$ cat src/rtl/ripple_alu_pkg.sv
package ripple_alu_pkg;

    // Per-slice result selector encoding; the numeric codes are part of the interface.
    typedef enum logic [1:0] {
        SEL_AND  = 2'd0,
        SEL_OR   = 2'd1,
        SEL_SUM  = 2'd2,
        SEL_LESS = 2'd3
    } slice_sel_e;

    localparam int unsigned SEL_BITS = 2;

endpackage

$ cat src/rtl/alu_full_adder.sv
module alu_full_adder (
    input  logic x_bit,
    input  logic y_bit,
    input  logic c_in,
    output logic s_out,
    output logic c_out
);
    always_comb begin
        s_out = x_bit ^ y_bit ^ c_in;
        c_out = (x_bit & y_bit) | (x_bit & c_in) | (y_bit & c_in);
    end
endmodule

$ cat src/rtl/alu_slice.sv
module alu_slice
    import ripple_alu_pkg::*;
(
    input  logic                a_bit,
    input  logic                b_bit,
    input  logic                flip_a,
    input  logic                flip_b,
    input  logic                c_in,
    input  logic                less_in,
    input  logic [SEL_BITS-1:0] sel,
    output logic                res_bit,
    output logic                c_out,
    output logic                sum_bit
);
    logic a_eff;
    logic b_eff;

    // Operand conditioning ahead of both the logic and adder paths.
    always_comb begin
        a_eff = a_bit ^ flip_a;
        b_eff = b_bit ^ flip_b;
    end

    alu_full_adder u_fa (
        .x_bit (a_eff),
        .y_bit (b_eff),
        .c_in  (c_in),
        .s_out (sum_bit),
        .c_out (c_out)
    );

    always_comb begin
        unique case (slice_sel_e'(sel))
            SEL_AND:  res_bit = a_eff & b_eff;
            SEL_OR:   res_bit = a_eff | b_eff;
            SEL_SUM:  res_bit = sum_bit;
            SEL_LESS: res_bit = less_in;
            default:  res_bit = 1'b0;
        endcase
    end
endmodule

$ cat src/rtl/alu_flag_unit.sv
module alu_flag_unit #(
    parameter int unsigned WIDTH = 32
) (
    input  logic [WIDTH-1:0] word,
    input  logic             msb_carry_in,
    input  logic             msb_carry_out,
    input  logic             msb_sum,
    output logic             all_zero,
    output logic             sgn_ovf,
    output logic             set_less
);
    always_comb begin
        all_zero = ~|word;
        sgn_ovf  = msb_carry_in ^ msb_carry_out;
        // Sign of the true difference: raw sign corrected when the subtraction overflowed.
        set_less = msb_sum ^ sgn_ovf;
    end
endmodule

$ cat src/rtl/ripple_alu.sv
module ripple_alu
    import ripple_alu_pkg::*;
#(
    parameter int unsigned WIDTH = 32
) (
    input  logic [WIDTH-1:0]    opnd_a,
    input  logic [WIDTH-1:0]    opnd_b,
    input  logic                inv_a,
    input  logic                inv_b,
    input  logic                carry_in,
    input  logic [SEL_BITS-1:0] op_sel,
    output logic [WIDTH-1:0]    result,
    output logic                zero,
    output logic                ovf,
    output logic                carry_out
);
    localparam int unsigned MSB = WIDTH - 1;

    logic [WIDTH:0]   chain;
    logic [WIDTH-1:0] sums;
    logic [WIDTH-1:0] less_vec;
    logic             set_less;

    assign chain[0] = carry_in;

    genvar i;
    generate
        for (i = 0; i < WIDTH; i++) begin : g_slice
            if (i == 0) begin : g_lsb
                assign less_vec[i] = set_less;
            end else begin : g_upper
                assign less_vec[i] = 1'b0;
            end

            alu_slice u_slice (
                .a_bit   (opnd_a[i]),
                .b_bit   (opnd_b[i]),
                .flip_a  (inv_a),
                .flip_b  (inv_b),
                .c_in    (chain[i]),
                .less_in (less_vec[i]),
                .sel     (op_sel),
                .res_bit (result[i]),
                .c_out   (chain[i+1]),
                .sum_bit (sums[i])
            );
        end
    endgenerate

    alu_flag_unit #(.WIDTH(WIDTH)) u_flags (
        .word          (result),
        .msb_carry_in  (chain[MSB]),
        .msb_carry_out (chain[WIDTH]),
        .msb_sum       (sums[MSB]),
        .all_zero      (zero),
        .sgn_ovf       (ovf),
        .set_less      (set_less)
    );

    assign carry_out = chain[WIDTH];
endmodule

$ cat config.mk
export PLATFORM = sky130hd
export DESIGN_NAME = ripple_alu
export DESIGN_NICKNAME = d
export VERILOG_FILES = /design/src/rtl/ripple_alu_pkg.sv /design/src/rtl/alu_full_adder.sv /design/src/rtl/alu_slice.sv /design/src/rtl/alu_flag_unit.sv /design/src/rtl/ripple_alu.sv
export SDC_FILE = /design/constraint.sdc
export NUM_CORES = 1
export LEC_CHECK = 0
export BUFFER_PORTS_ARGS = -buffer_cell sky130_fd_sc_hd__buf_2
export CORE_MARGIN = 2
export CORE_UTILIZATION = 31
export DETAILED_ROUTE_END_ITERATION = 8
export SYNTH_ARGS = -nofsm -noshare
export SYNTH_HDL_FRONTEND = slang
export SYNTH_SLANG_ARGS = --single-unit
$ cat constraint.sdc
create_clock -name vclk -period 22.3
set_clock_uncertainty 0.1 [all_clocks]
set_input_delay 2.23 -clock vclk [all_inputs]
set_output_delay 2.23 -clock vclk [all_outputs]
set_load 0.005 [all_outputs]
==> summary.txt, run 1 <==
Detailed routing
  – Residual DRC: 0
  – WL/cell: 13.36 um
  – Antenna violation net count after detailed routing: 0
  – DR vias: 2608
  – Iteration-0 DRC Markers: 126
  – Drt total wl: 8032 um
  – TritonRoute pass-1 iters: 4
  – Via-to-Cell Ratio: 4.339

Timing
  – Setup TNS: 0 ns
  – Max Freq: 52.23 MHz
  – RSZ-0062 raised after global routing: no
  – Pins over their slew limit: 0
  – Hold Vio Cnt, Final: 0
  – Tightest Pin Transition: 0.9495 ns
  – Fin crit share: 85.85%
  – Normalized max-slew margin: 36.70%
  – Final hold slack: 4.983 ns
  – Final period demand of the worst path: 19.14 ns
  – Final setup fails: 0

Logic synthesis
  – Synth Warn #: 0
  – Mapped cell area: 3508 um^2
  – Share of the synthesized area in the top cell type: 22.82%
  – Post-synth top area cell: ha_1
  – Main area contributors after synthesis: ha_1 23%, fa_1 19%, xor2_1 16%
  – Syn Inst Count: 408
  – Synth cell types: 28
  – Register area share after synthesis: 0%
  – Synth Net Count: 574
  – Post-Syn Area per Cell: 8.599 um^2

Placed design
  – DP Wirelength: 6460 um
  – Placed cell areas: 3866 um^2
  – Port bufs: 104
  – Placer Congestion: 0.8056

Clocking
  – Cts hold-fix bufs: 0
  – Post-CTS sizing: 0
  – Post-CTS Setup Bufs: 0

Flow run
  – Max-cap violations: 0

Die
  – Die height: 110.4 um
  – Die ar.: 12180 um^2
  – Core area: 10940 um^2
  – Initial Util: 32.08%
  – IO Pins: 104
  – Rows: 38
  – Die Span X: 110.4 um

Critical path
  – Largest stage delay on the critical path: 0.49 ns
  – Crit-path slowest cell: mux4_2
  – Largest fanout on the critical path: 32
  – Crit path required time: 19.97 ns
  – Crit path capture type: output port
  – Crit path DAT: 16.81 ns
  – Worst setup SP type: input pin
  – WS Path Type: in -> out
  – Critical Path Most Common Cell: fa_1

Finish
  – Commonest non-fill, non-tap cell in the layout: buf_2
  – Layout clock buffer count: 0
  – Reg area: 0 um^2
  – Multi-input combinational cell area: 2851 um^2
  – Commonest cells after routing, fill and taps aside: 104 x buf_2, 79 x inv_1, 64 x ha_1
  – Nets: 629
  – Ratio of cells with drive above 1 in the final layout: 23.86%
  – ANT cells: 0
  – Cell area after layout: 3866 um^2
  – Layout Utilization: 35.35%
  – Fillers: 1144
  – Seq_cells: 0
  – Layout area overhead: 10.20%

Power and ir drop
  – Cell Pwr Density: 29.42 nW/um^2
  – Tot Pwr: 0.0001138 W
  – Peak VDD IR: 13.90 uV
  – Total leakage power: 2.143 nW

GRT
  – Antenna violations before repair: 0
  – Gr usage total: 13.03%
  – Largest net degree at the start of global routing: 72
  – Congestion Overflow GR: 0
  – Vias in the first global route: 2729
  – First-pass GRT wire length: 12630 um

Outcome
  – Outcome: completed

Worst hold path
  – Min-Delay Path Class: in -> out
area by class of cell:
type	instances	area share [%]
repair buffers	107	14.05
inverters	79	7.670
multi-input cells	275	73.75
well taps	140	4.531
layer usage:
layer	vias up	GRT usage (%)	share of wire [%]
met5	-	0	0
met4	0	0.8929	0.44
met3	2	0.9406	4.9
met2	69	25.24	52
met1	1213	16.34	43
li1	1324	-	-
power breakdown:
part	total [W]	internal [W]	switching, W	leakage, nW
Clock	0	0	0	0
Combinational	0.000114	0.0000504	0.0000633	2.14
Sequential	0	0	0	0
Total	0.000114	0.0000504	0.0000633	2.14
metrics by stage:
| stage | std cells | setup WS [ns] |
|---|---|---|
| after detailed placement | 601 | 3.134 |
| after global routing | 601 | 2.476 |
| after global placement | 601 | 3.377 |
| final | 601 | 3.156 |
| after floorplan | 408 | 3.932 |
| after CTS | 601 | 3.073 |
cell usage after synthesis, drive strengths merged:
| library cell | instances |
|---|---|
| inv | 79 |
| ha | 64 |
| xor2 | 63 |
| buf | 50 |
| nor2b | 34 |
| fa | 33 |
| o21ai | 19 |
| o31a | 18 |
| mux2i | 12 |
| o22ai | 12 |
| nor4 | 5 |
| and2b | 4 |
| clkbuf | 4 |
| or4 | 3 |
| xnor2 | 2 |
| and4 | 1 |
| and4bb | 1 |
| mux4 | 1 |
| nand2b | 1 |
| o221ai | 1 |
| o31ai | 1 |
cell families (layout without fill, tap and decap cells):
kind of cell / count (synthesis) / after routing / synth area share [%]
XOR/XNOR: 65 / 65 / 16.23
adder cells (fa/ha/maj): 97 / 97 / 41.65
buffers and inverters: 133 / 186 / 18.72
multiplexers: 13 / 13 / 4.066
AO/OA/AOI/OAI: 51 / 51 / 9.807
AND/OR/NAND/NOR: 49 / 49 / 9.522
final timing paths:
kind	start	endpoint	slack, ns	depth (start not counted)
max	inv_a	zero	3.16	41
min	opnd_b[21]	result[21]	4.98	6
critical path: cells and delay by family:
kind,cells,cell delay [ns]
xor+xnor,1,0.35
mux,1,0.49
fa+ha+maj,32,12.34
simple gates,3,0.68
buf+inv,4,0.70
Note: power is estimated with default switching activity, not from simulation.
==> run 2, diff against run 1 <==
Settings changed: ABC_AREA set to 1.
==> summary.txt, run 2 <==
Logic synthesis
  – Synth Area in Compound Gates: 0% (-9.8 points)
  – Largest family of logic cells by synthesized area: adder cells
  – Synth Net Count: 663 (+16%)
  – Post-Syn Area per Cell: 7.109 um^2 (-17%)
  – Synth Warn #: 0 (unchanged)
  – Adder-Cell Fraction of Synth Area: 41.36% (-0.30 points)
  – XOR/XNOR Fraction of Synth Area: 16.11% (-0.11 points)
  – Share of the synthesized area in the top cell type: 22.66% (-0.16 points)
  – Post-synth top area cell: ha_1
  – Mapped cell area: 3533 um^2 (+0.71%)
  – Simple-gate share of the synthesized area: 20.40% (+11 points)
  – Register area share after synthesis: 0% (unchanged)
  – Main area contributors after synthesis: ha_1 23%, fa_1 19%, xnor2_1 16%
  – Mux contribution to synthesized area: 0% (-4.1 points)
  – Syn Inst Count: 497 (+22%)
  – Count leader, synth: inv_1
  – Synth top cells by count: 118 x inv_1, 92 x nand2_1, 64 x ha_1, 64 x xnor2_1, 35 x nand3_1
  – Synth cell types: 15 (-46%)

Detailed routing
  – Via-to-Cell Ratio: 4.164 (-4.0%)
  – Iteration-0 DRC Markers: 115 (-8.7%)
  – TritonRoute pass-1 iters: 4 (unchanged)
  – Residual DRC: 0 (unchanged)
  – WL/cell: 12.27 um (-8.2%)
  – Drt total wl: 8537 um (+6.3%)
  – Antenna violation net count after detailed routing: 0 (unchanged)
  – DR vias: 2898 (+11%)

Die
  – IO Pins: 104 (unchanged)
  – Core area: 10980 um^2 (+0.43%)
  – Initial Util: 32.17% (+0.089 points)
  – Die ar.: 12270 um^2 (+0.69%)
  – Rows: 38 (unchanged)
  – Die height: 110.8 um (+0.34%)
  – Die Span X: 110.8 um (+0.34%)

Power and ir drop
  – Total leakage power: 2.224 nW (+3.8%)
  – Peak VDD IR: 11.00 uV (-21%)
  – Cell Pwr Density: 29.69 nW/um^2 (+0.92%)
  – Tot Pwr: 0.0001169 W (+2.7%)

Critical path
  – Worst setup SP type: input pin
  – WS Path Type: in -> out
  – Largest fanout on the critical path: 32 (unchanged)
  – Largest stage delay on the critical path: 0.51 ns (+0.02 ns)
  – Crit path DAT: 16.37 ns (-0.44 ns)
  – Crit path capture type: output port
  – Critical Path Most Common Cell: fa_1
  – Crit path buf inv count: 6 (+2)
  – Crit path required time: 19.97 ns (about the same)
  – Crit-path slowest cell: fa_1
  – Top cell family by delay on the critical path: adder cells

GRT
  – Vias in the first global route: 3010 (+10%)
  – Gr usage total: 13.73% (+0.70 points)
  – Largest net degree at the start of global routing: 33 (-54%)
  – Antenna violations before repair: 0 (unchanged)
  – Congestion Overflow GR: 0 (unchanged)
  – First-pass GRT wire length: 14270 um (+13%)

Placed design
  – Port bufs: 104 (unchanged)
  – DP Wirelength: 7171 um (+11%)
  – Placer Congestion: 0.7363 (-8.6%)

Timing
  – Hold Vio Cnt, Final: 0 (unchanged)
  – Normalized max-slew margin: 63.14% (+26 points)
  – Pins over their slew limit: 0 (unchanged)
  – RSZ-0062 raised after global routing: no
  – Tightest Pin Transition: 0.5528 ns (-0.3967 ns)
  – Final period demand of the worst path: 18.70 ns (-0.4472 ns)
  – Final setup fails: 0 (unchanged)
  – Setup TNS: 0 ns (unchanged)
  – Fin crit share: 83.84% (-2.0 points)
  – Max Freq: 53.48 MHz (+2.4%)

Clocking
  – Cts hold-fix bufs: 0 (unchanged)
  – Post-CTS Setup Bufs: 0 (unchanged)
  – Post-CTS sizing: 0 (unchanged)

Finish
  – Layout clock buffer count: 0 (unchanged)
  – Layout area overhead: 11.40%
  – Reg area: 0 um^2 (unchanged)
  – Nets: 724 (+15%)
  – Ratio of cells with drive above 1 in the final layout: 20.14% (-3.7 points)
  – Commonest non-fill, non-tap cell in the layout: inv_1
  – ANT cells: 0 (unchanged)
  – Commonest cells after routing, fill and taps aside: 118 x inv_1, 104 x buf_2, 92 x nand2_1
  – Seq_cells: 0 (unchanged)

Outcome
  – Outcome: completed

Worst hold path
  – Min-Delay Path Class: in -> out

Flow run
  – Max-cap violations: 0 (unchanged)
run 2: cell type report:
| type | instances | area, um^2 |
|---|---|---|
| Fill cell | 1198 | 7047 |
| Multi-Input combinational cell | 328 | 2756 |
| Timing Repair Buffer | 109 | 558.0 |
| Inverter | 119 | 446.7 |
| Tap cell | 140 | 175.2 |
run 2: routing by layer:
layer | GRT usage, % | wire, um | vias up | share of wire, %
li1 | - | - | 1498 | -
met1 | 17.83 | 3873 | 1325 | 45
met2 | 25.56 | 4193 | 69 | 49
met3 | 1.258 | 411 | 6 | 4.8
met4 | 1.167 | 59 | 0 | 0.69
met5 | 0 | 0 | - | 0
run 2: logic make-up after synthesis:
logic type / after synthesis
buf+inv: 169
simple gates: 166
fa+ha+maj: 97
xor+xnor: 65
run 2: power by group:
group          total (W)  switching, W  internal [W]  leakage [nW]
registers              0             0             0             0
logic           0.000117     0.0000665     0.0000504          2.22
clock network          0             0             0             0
total           0.000117     0.0000665     0.0000504          2.22
run 2: metrics by stage:
step           instances  instance area, um^2  util, %  setup WS (ns)  hold slack, ns
2_1_floorplan        497                 3533        -          4.612           4.595
3_3_place_gp         696                 3936    35.84          3.814           4.835
3_5_place_dp         696                 3936    35.84          3.555           4.833
4_1_cts              696                 3936    35.84          3.516           4.835
5_1_grt              696                 3936    35.84          2.984           4.852
6_report             696                 3936    35.84          3.603           4.822
run 2: final timing paths:
kind,end,depth (start not counted),startpoint
setup / recovery,zero,46,inv_a
hold / removal,result[2],4,op_sel[0]
==> run 3, diff against run 2 <==
Clock period 22.3 ns to 18 ns, I/O delays scaled along.
==> summary.txt, run 3 (synthesized netlist as in run 2, its figures left out) <==
Detailed routing
  – Drt total wl: 8504 um (-0.39%)
  – Residual DRC: 0 (unchanged)
  – TritonRoute pass-1 iters: 4 (unchanged)
  – Via-to-Cell Ratio: 4.112 (-1.3%)
  – WL/cell: 12.17 um (-0.81%)
  – DR vias: 2874 (-0.83%)
  – Antenna violation net count after detailed routing: 0 (unchanged)
  – Iteration-0 DRC Markers: 91 (-21%)

Critical path
  – WS Path Type: in -> out
  – Crit path required time: 16.10 ns (-3.87 ns)
  – Crit-path slowest cell: fa_1
  – Crit path DAT: 15.37 ns (-1.00 ns)
  – Largest fanout on the critical path: 4 (-88%)
  – Largest stage delay on the critical path: 0.49 ns (-0.02 ns)
  – Critical Path Most Common Cell: fa_1
  – Crit path capture type: output port
  – Worst setup SP type: input pin

Placed design
  – Port bufs: 104 (unchanged)
  – DP Wirelength: 7162 um (-0.12%)
  – Dpl cells: 697 (+0.14%)
  – Placer Congestion: 0.7984 (+8.4%)

Worst hold path
  – Hold Startpoint: op_sel[0]
  – Worst hold endpoint: result[2]
  – Min-Delay Path Class: in -> out
  – Cells on Worst Hold Path: 4 (unchanged)

Timing
  – Pins over their slew limit: 0 (unchanged)
  – Normalized max-slew margin: 50.17% (-13 points)
  – RSZ-0062 raised after global routing: no
  – Max Freq: 57.91 MHz
  – Hold Vio Cnt, Final: 0 (unchanged)
  – Final setup fails: 0 (unchanged)
  – Setup TNS: 0 ns (unchanged)
  – Tightest Pin Transition: 0.7467 ns (+0.1938 ns)
  – Fin crit share: 95.93%
  – Final period demand of the worst path: 17.27 ns

Finish
  – Commonest cells after routing, fill and taps aside: 118 x inv_1, 104 x buf_2, 92 x nand2_1
  – Nets: 725 (+0.14%)
  – Ratio of cells with drive above 1 in the final layout: 20.65% (+0.50 points)
  – Commonest non-fill, non-tap cell in the layout: inv_1
  – Layout area overhead: 11.90%
  – Reg area: 0 um^2 (unchanged)
  – Seq_cells: 0 (unchanged)
  – Layout clock buffer count: 0 (unchanged)
  – Fillers: 1175 (-1.9%)
  – Fin cells: 699 (+0.43%)

Power and ir drop
  – Total leakage power: 2.227 nW (+0.14%)
  – Clock power share: 0% (unchanged)
  – Internal: 0.00006290 W (+25%)
  – Net switching power: 0.00008268 W (+24%)
  – Comb pwr share: 100.0% (about the same)
  – Sw frac: 56.79% (-0.10 points)
  – Peak VDD IR: 14.35 uV (+30%)
  – Sequential share of power: 0% (unchanged)
  – Cell Pwr Density: 36.82 nW/um^2 (+24%)

Flow run
  – Max-cap violations: 0 (unchanged)

GRT
  – Largest net degree at the start of global routing: 30 (-9.1%)
  – Antenna violations before repair: 2 (+2)
  – Congestion Overflow GR: 0 (unchanged)
  – First-pass GRT wire length: 14280 um (about the same)
  – Vias in the first global route: 2961 (-1.6%)
  – Gr usage total: 13.82% (+0.096 points)

Die
  – Die Span X: 110.8 um (unchanged)
  – Core area: 10980 um^2 (unchanged)
  – Die height: 110.8 um (unchanged)
  – Die ar.: 12270 um^2 (unchanged)
  – IO Pins: 104 (unchanged)
  – Rows: 38 (unchanged)
  – Initial Util: 32.17% (unchanged)

Outcome
  – Outcome: completed

Clocking
  – Post-CTS Setup Bufs: 0 (unchanged)
  – Cts hold-fix bufs: 0 (unchanged)
-- run 3: cell types whose count changed in the layout (fill, tap and decap cells not counted) --
| cell | delta |
|---|---|
| fa_1 | -2 |
| buf_4 | +1 |
| diode_2 | +2 |
| fa_2 | +2 |
-- run 3: metrics by stage --
step                      setup WS [ns]  total power [W]  instance area (um^2)  hold WS (ns)  utilization, %
after floorplan                   1.172        0.0001167                  3533         3.735               -
after global placement           0.8071        0.0001422                  3944         3.990           35.91
after detailed placement         0.5510        0.0001474                  3944         3.995           35.91
after CTS                        0.5214        0.0001480                  3944         3.996           35.91
after global routing            0.02679        0.0001701                  3951         4.052           35.98
final                            0.7332        0.0001456                  3954         4.003           36.00
-- run 3: routing by layer --
layer  vias to the layer above  GRT usage (%)  share of wire (%)
li1                       1502              -                  -
met5                         -              0                  0
met1                      1312          18.17                 46
met3                         2          1.093                3.8
met2                        58          25.97                 50
met4                         0         0.4167               0.34
-- run 3: cell type report --
class              count  area [um^2]  area share [%]
multi-input cells    328         2761           69.84
inverters            119        446.7           11.30
well taps            140        175.2           4.430
repair buffers       110        565.5           14.30
diodes                 2        5.005          0.1266
-- run 3: worst max-delay path: cells and delay by family --
kind | cells | cell delay (ns)
XOR/XNOR | 1 | 0.17
adder cells (fa/ha/maj) | 32 | 12.34
buffers and inverters | 5 | 0.47
AND/OR/NAND/NOR | 7 | 0.57
-- run 3: worst max-delay path by stage --
stage                     startpoint    to  slack, ns  depth (start not counted)
after global placement         inv_a  zero       0.81                         45
after detailed placement       inv_a  zero       0.55                         45
after global routing           inv_a  zero       0.03                         45
after CTS                      inv_a  zero       0.52                         45
final                          inv_b  zero       0.73                         45
after floorplan                inv_a  zero       1.17                         45
-- run 3: repair_timing --
item,CTS,global route
endpoints found under the setup margin,0,1
resized for setup,0,2
endpoints found under the hold margin,0,0
-- run 3: power groups by stage --
stage	registers (W)	clock network, W	logic, W
after floorplan	0	0	0.000117
after global placement	0	0	0.000142
after detailed placement	0	0	0.000147
after CTS	0	0	0.000148
after global routing	0	0.00000000000743	0.000170
final	0	0.0000000000149	0.000146
